File: src/rtl/mealy7_pkg.sv
package mealy7_pkg;

    localparam int NUM_STATES = 7;
    localparam int CODE_W     = $clog2(NUM_STATES);
    localparam int OUT_W      = 2;

    localparam int ENC_BINARY  = 0;
    localparam int ENC_ONEHOT  = 1;
    localparam int ENC_GROUPED = 2;

    typedef logic [NUM_STATES-1:0] hot_t;
    typedef logic [CODE_W-1:0]     code_t;

    // symbolic state index: also the bit position in the decoded vector
    typedef enum logic [CODE_W-1:0] {
        SYM_INIT = 3'd0,
        SYM_W2   = 3'd1,
        SYM_W3   = 3'd2,
        SYM_W4   = 3'd3,
        SYM_W5   = 3'd4,
        SYM_W6   = 3'd5,
        SYM_W7   = 3'd6
    } sym_e;

    localparam int IX_INIT = int'(SYM_INIT);
    localparam int IX_W2   = int'(SYM_W2);
    localparam int IX_W3   = int'(SYM_W3);
    localparam int IX_W4   = int'(SYM_W4);
    localparam int IX_W5   = int'(SYM_W5);
    localparam int IX_W6   = int'(SYM_W6);
    localparam int IX_W7   = int'(SYM_W7);

    // grouped code: W2/W3/W7 on face 1xx, W5/W6 on face 01x
    localparam code_t GC_INIT = 3'b000;
    localparam code_t GC_W4   = 3'b001;
    localparam code_t GC_W5   = 3'b010;
    localparam code_t GC_W6   = 3'b011;
    localparam code_t GC_W2   = 3'b100;
    localparam code_t GC_W3   = 3'b101;
    localparam code_t GC_W7   = 3'b110;
    localparam code_t GC_FREE = 3'b111;

    typedef struct packed {
        logic hi;
        logic lo;
    } out_t;

    // dense binary next-state function; any unassigned code maps to INIT
    function automatic code_t dense_next(code_t cur, logic x);
        sym_e n;
        case (cur)
            SYM_INIT: n = x ? SYM_W4 : SYM_W6;
            SYM_W2:   n = x ? SYM_W3 : SYM_W5;
            SYM_W3:   n = x ? SYM_W7 : SYM_W5;
            SYM_W4:   n = SYM_W6;
            SYM_W5:   n = x ? SYM_W2 : SYM_INIT;
            SYM_W6:   n = x ? SYM_W2 : SYM_INIT;
            SYM_W7:   n = x ? SYM_W6 : SYM_W5;
            default:  n = SYM_INIT;
        endcase
        return code_t'(n);
    endfunction

endpackage

File: src/rtl/mealy7_dense_store.sv
module mealy7_dense_store
    import mealy7_pkg::*;
(
    input  logic clk,
    input  logic rst,
    input  logic x,
    output hot_t cur_hot
);
    code_t q;
    code_t d;

    always_comb d = dense_next(q, x);

    always_ff @(posedge clk) begin
        if (rst) q <= code_t'(SYM_INIT);
        else     q <= d;
    end

    for (genvar k = 0; k < NUM_STATES; k++) begin : g_dec
        assign cur_hot[k] = (q == code_t'(k));
    end
endmodule

File: src/rtl/mealy7_hot_store.sv
module mealy7_hot_store
    import mealy7_pkg::*;
(
    input  logic clk,
    input  logic rst,
    input  logic x,
    output hot_t cur_hot
);
    hot_t q;
    hot_t d;
    logic legal;

    assign legal = ($countones(q) == 1);

    // each bit is driven only by its predecessor bits and x
    always_comb begin
        d          = '0;
        d[IX_INIT] = ~x & (q[IX_W5] | q[IX_W6]);
        d[IX_W2]   =  x & (q[IX_W5] | q[IX_W6]);
        d[IX_W3]   =  x & q[IX_W2];
        d[IX_W4]   =  x & q[IX_INIT];
        d[IX_W5]   = ~x & (q[IX_W2] | q[IX_W3] | q[IX_W7]);
        d[IX_W6]   = q[IX_W4] | (~x & q[IX_INIT]) | (x & q[IX_W7]);
        d[IX_W7]   =  x & q[IX_W3];
        if (!legal) d = hot_t'(1) << IX_INIT;
    end

    always_ff @(posedge clk) begin
        if (rst) q <= hot_t'(1) << IX_INIT;
        else     q <= d;
    end

    assign cur_hot = legal ? q : '0;
endmodule

File: src/rtl/mealy7_group_store.sv
module mealy7_group_store
    import mealy7_pkg::*;
(
    input  logic clk,
    input  logic rst,
    input  logic x,
    output hot_t cur_hot
);
    code_t q;
    code_t d;
    logic  on_w2_face;   // W2, W3, W7 (plus free code)
    logic  on_w5_face;   // W5, W6

    assign on_w2_face = q[2];
    assign on_w5_face = ~q[2] & q[1];

    always_comb begin
        if (q == GC_FREE)               d = GC_INIT;
        else if (on_w2_face && !x)      d = GC_W5;
        else if (on_w5_face)            d = x ? GC_W2 : GC_INIT;
        else begin
            case (q)
                GC_INIT: d = x ? GC_W4 : GC_W6;
                GC_W4:   d = GC_W6;
                GC_W2:   d = GC_W3;
                GC_W3:   d = GC_W7;
                GC_W7:   d = GC_W6;
                default: d = GC_INIT;
            endcase
        end
    end

    always_ff @(posedge clk) begin
        if (rst) q <= GC_INIT;
        else     q <= d;
    end

    always_comb begin
        cur_hot = '0;
        case (q)
            GC_INIT: cur_hot[IX_INIT] = 1'b1;
            GC_W2:   cur_hot[IX_W2]   = 1'b1;
            GC_W3:   cur_hot[IX_W3]   = 1'b1;
            GC_W4:   cur_hot[IX_W4]   = 1'b1;
            GC_W5:   cur_hot[IX_W5]   = 1'b1;
            GC_W6:   cur_hot[IX_W6]   = 1'b1;
            GC_W7:   cur_hot[IX_W7]   = 1'b1;
            default: cur_hot = '0;
        endcase
    end
endmodule

File: src/rtl/mealy7_outmap.sv
module mealy7_outmap
    import mealy7_pkg::*;
(
    input  hot_t       cur_hot,
    input  logic       x,
    output logic [1:0] y
);
    out_t o;

    always_comb begin
        o.hi = x ? (cur_hot[IX_W2] | cur_hot[IX_W3] | cur_hot[IX_W4]) : cur_hot[IX_W5];
        o.lo = x ?  cur_hot[IX_INIT]                                : cur_hot[IX_W6];
    end

    assign y = o;
endmodule

File: src/rtl/mealy7_ctrl.sv
module mealy7_ctrl
    import mealy7_pkg::*;
#(
    parameter int ENC = ENC_BINARY
) (
    input  logic       clk,
    input  logic       rst,
    input  logic       x,
    output logic [1:0] y,
    output logic [6:0] state_onehot
);
    hot_t cur_hot;

    if (ENC == ENC_ONEHOT) begin : g_hot
        mealy7_hot_store u_store (.clk(clk), .rst(rst), .x(x), .cur_hot(cur_hot));
    end else if (ENC == ENC_GROUPED) begin : g_grp
        mealy7_group_store u_store (.clk(clk), .rst(rst), .x(x), .cur_hot(cur_hot));
    end else begin : g_bin
        mealy7_dense_store u_store (.clk(clk), .rst(rst), .x(x), .cur_hot(cur_hot));
    end

    mealy7_outmap u_out (.cur_hot(cur_hot), .x(x), .y(y));

    assign state_onehot = cur_hot;
endmodule

File: config.mk
export PLATFORM = sky130hd
export DESIGN_NAME = mealy7_ctrl
export DESIGN_NICKNAME = d
export VERILOG_FILES = /design/src/rtl/mealy7_pkg.sv /design/src/rtl/mealy7_dense_store.sv /design/src/rtl/mealy7_hot_store.sv /design/src/rtl/mealy7_group_store.sv /design/src/rtl/mealy7_outmap.sv /design/src/rtl/mealy7_ctrl.sv
export SDC_FILE = /design/constraint.sdc
export NUM_CORES = 1
export LEC_CHECK = 0
export BUFFER_PORTS_ARGS = -buffer_cell sky130_fd_sc_hd__buf_4
export CAP_MARGIN = 20
export CORE_AREA = 5 5 42 44
export DETAILED_ROUTE_END_ITERATION = 10
export DIE_AREA = 0 0 47 49
export PLACE_DENSITY = 0.37
export REMOVE_ABC_BUFFERS = 1
export SLEW_MARGIN = 15
export SYNTH_ARGS = -nofsm -noshare
export SYNTH_HDL_FRONTEND = slang
export SYNTH_SLANG_ARGS = --single-unit
File: constraint.sdc
create_clock -name clk -period 1.7 [get_ports clk]
set_input_delay 0.34 -clock clk [delete_from_list [all_inputs] [get_ports clk]]
set_output_delay 0.34 -clock clk [all_outputs]
set_load 0.05 [all_outputs]
==> summary.txt <==
Status
  – Status: complete, no violations

Clocking
  – Clk slew on worst S/H paths: roughly 0.03 ns
  – Clk root buf: clkbuf_4
  – H-Tree Depth: 1
  – Num CTS Buffers: 3
  – Post-CTS Hold Fix Bufs: 0
  – CTS sink cnt: 3
  – Worst-Skew Late Latency: ~0.23 ns
  – Clock tree from TritonCTS: yes
  – Clock tree buffer depth: 2

Place
  – PortBufs: 11
  – DP Wirelength: around 470 µm
  – GP Congestion: between 0.7 and 0.8
  – Pre-CTS WS: 0.119 ns

Floorplan
  – Top-Level Pins: 12
  – Initial Util: about 17%
  – Die area: between 2000 and 2500 µm²
  – DIE HEIGHT: between 40 and 50 µm
  – Number of core rows: 14
  – Core area: 1400 µm²
  – DIE WIDTH: 47 µm

Setup path
  – Worst Setup Path Type: register to output pin
  – Data arrival time of the worst path: approximately 1.3 ns
  – Critical path's slowest cell: or4b_4
  – Setup slack, reg-to-reg: between 0.6 and 0.7 ns
  – R2R Path Start: g_bin.u_store.q[2]
  – CP endpoint kind: output pin
  – CP required: around 1.4 ns
  – Crit path buffers/inverters: 1
  – CP max FO: 6
  – R2R cell count: 3
  – Crit path max-delay family: simple AND/OR/NAND/NOR gates
  – Cells along the critical path: or4b_4, o21ai_2, buf_6
  – CP startpoint kind: register
  – RR Endpoint: g_bin.u_store.q[0]
  – Max incr delay on CP: 0.48 ns

Routing
  – DRT Pass-1 Iters: 1
  – Drt total wl: ~600 µm
  – DRC viols: 0
  – DR WL/cell: about 9.8 µm
  – 1st-iter DRT viols: 0
  – Via density: approximately 4
  – Post-DRT Antenna Nets: 0
  – Via count: about 250

Timing
  – Clock skew: roughly 0.0011 ns
  – Slew HR: about 83%
  – Final Max Slew Viols: 0
  – Unrepaired setup endpoints after global routing: no
  – Final worst-path setup slack: 0.0557 ns
  – Tmin final: between 1.5 and 2 ns
  – Fin crit share: around 97%
  – Highest clock rate: about 610 MHz
  – Final hold vios: 0
  – Setup TNS: 0 ns
  – Worst-margin pin slew: 0.249 ns
  – Final setup viols: 0

Synthesis
  – Mux contribution to synthesized area: 0%
  – Synthesized area: between 200 and 250 µm²
  – XOR/XNOR share of the synthesized area: 3.68%
  – Synthesized flop and latch total: 3
  – Post-synthesis cell type count: 20
  – Share of the synthesized area in the top cell type: 25.3%
  – Asr flop ratio synth: 0%
  – Synth cell count leaders: 3 x dfxtp_1, 3 x nor3b_1
  – Syn Inst Count: 28
  – Ys flop type: dfxtp_1
  – Post-synth EDFFs: 0
  – Synth Area in Adders: 0%
  – Synth top area cells: dfxtp_1 25%, nor3b_1 9.5%, and3b_1 7.4%
  – Largest family of logic cells by synthesized area: simple AND/OR/NAND/NOR gates
  – Compound-Gate Fraction of Synth Area: about 17%
  – Synth Area per Inst: 8.49 µm²
  – Total number of yosys warnings: 0
  – Area leader, netlist: dfxtp_1
  – Post-Synth Simple-Gate Area: 45.3%
  – Post-synthesis sequential area ratio: 25.3%

Global routing
  – Number of global-route vias before repair: 251
  – Initial antenna violation count: 0
  – Largest net degree at the start of global routing: 11
  – First-pass GRT wire length: 1.01 mm
  – GRT overflow: 0
  – Total track usage: under 10%

Pwr
  – IR drop worst, VDD: ~0.37 mV
  – Total chip power: between 0.3 and 0.4 mW
  – Lkg Pwr: between 0.15 and 0.2 nW
  – Power density cells: approximately 910 nW/µm²

Worst hold path
  – HP Class: input pin to register
  – Hold-critical path depth: 2
  – Worst Hold End: g_bin.u_store.q[0]
  – Hold wc startpoint: rst

Final layout
  – # diodes: 0
  – Biggest regs: g_bin.u_store.q x3
  – Max reg flops: 3
  – Share of layout cells above drive strength 1: between 60% and 70%
  – Largest Register: g_bin.u_store.q
  – Final nets: 49
  – Area Overhead vs Synth: 74.2%

Run
  – Max Cap Violations: 0
[repair_timing]
| action | 4_1_cts | 5_1_grt |
|---|---|---|
| pin swaps | 1 | 0 |
| setup buffers | 1 | 0 |
| gates resized for setup | 5 | 6 |
| setup endpoints to repair | 3 | 3 |
[how the worst max path moves through the flow]
stage,slack (ns),to,startpoint,cells past startpoint
after floorplan,-0.40,state_onehot[1],g_bin.u_store.q[0],1
after global placement,0.14,y[1],x,4
after detailed placement,0.12,y[1],x,4
after CTS,0.009,state_onehot[1],g_bin.u_store.q[2],3
after global routing,0.006,y[0],g_bin.u_store.q[0],3
final,0.06,y[1],g_bin.u_store.q[0],3
[cells by family (layout without fill, tap and decap cells)]
logic type,count (synthesis),count (layout)
and+or+nand+nor,16,16
buffers and inverters,3,20
xor gates and xnor gates,1,1
AOI/OAI and AO/OA,5,5
DFF,3,3
[layout by cell type (no fill, tap or decap), types with 2 or more instances in the layout]
master	n
and3b_1	2
buf_4	14
buf_6	2
clkbuf_4	3
dfxtp_4	2
nor2_1	2
nor3b_1	2
[routing by layer]
| metal | GRT usage, % | part of all wire [%] | vias up |
|---|---|---|---|
| met2 | 8.14 | 48 | 8 |
| met4 | 5.53 | 0 | 0 |
| li1 | - | - | 132 |
| met5 | 0 | 0 | - |
| met3 | 2.58 | 11 | 0 |
| met1 | 6.80 | 41 | 109 |
[cell type report]
class / count / area (µm²)
well taps: 16 / 20.0
multi-input cells: 22 / 173
fillers: 163 / 987
flip-flops and latches: 3 / 67.6
repair buffers: 16 / 128
clock buffers: 4 / 26.3
[power breakdown]
part | leakage (nW) | switching [mW] | internal [mW]
combinational | 0.146 | 0.103 | 0.0673
sequential | 0.0261 | 0.00812 | 0.0779
clock | 0.0150 | 0.0328 | 0.0877
[stage by stage]
stage | hold slack (ns) | area, µm² | util [%] | instances
2_1_floorplan | 0.409 | 216 | - | 25
3_3_place_gp | 0.529 | 349 | 24.9 | 56
3_5_place_dp | 0.526 | 349 | 24.9 | 56
4_1_cts | 0.269 | 392 | 27.9 | 61
5_1_grt | 0.282 | 414 | 29.6 | 61
6_report | 0.278 | 414 | 29.6 | 61
Power figures use the tool's default switching activity.
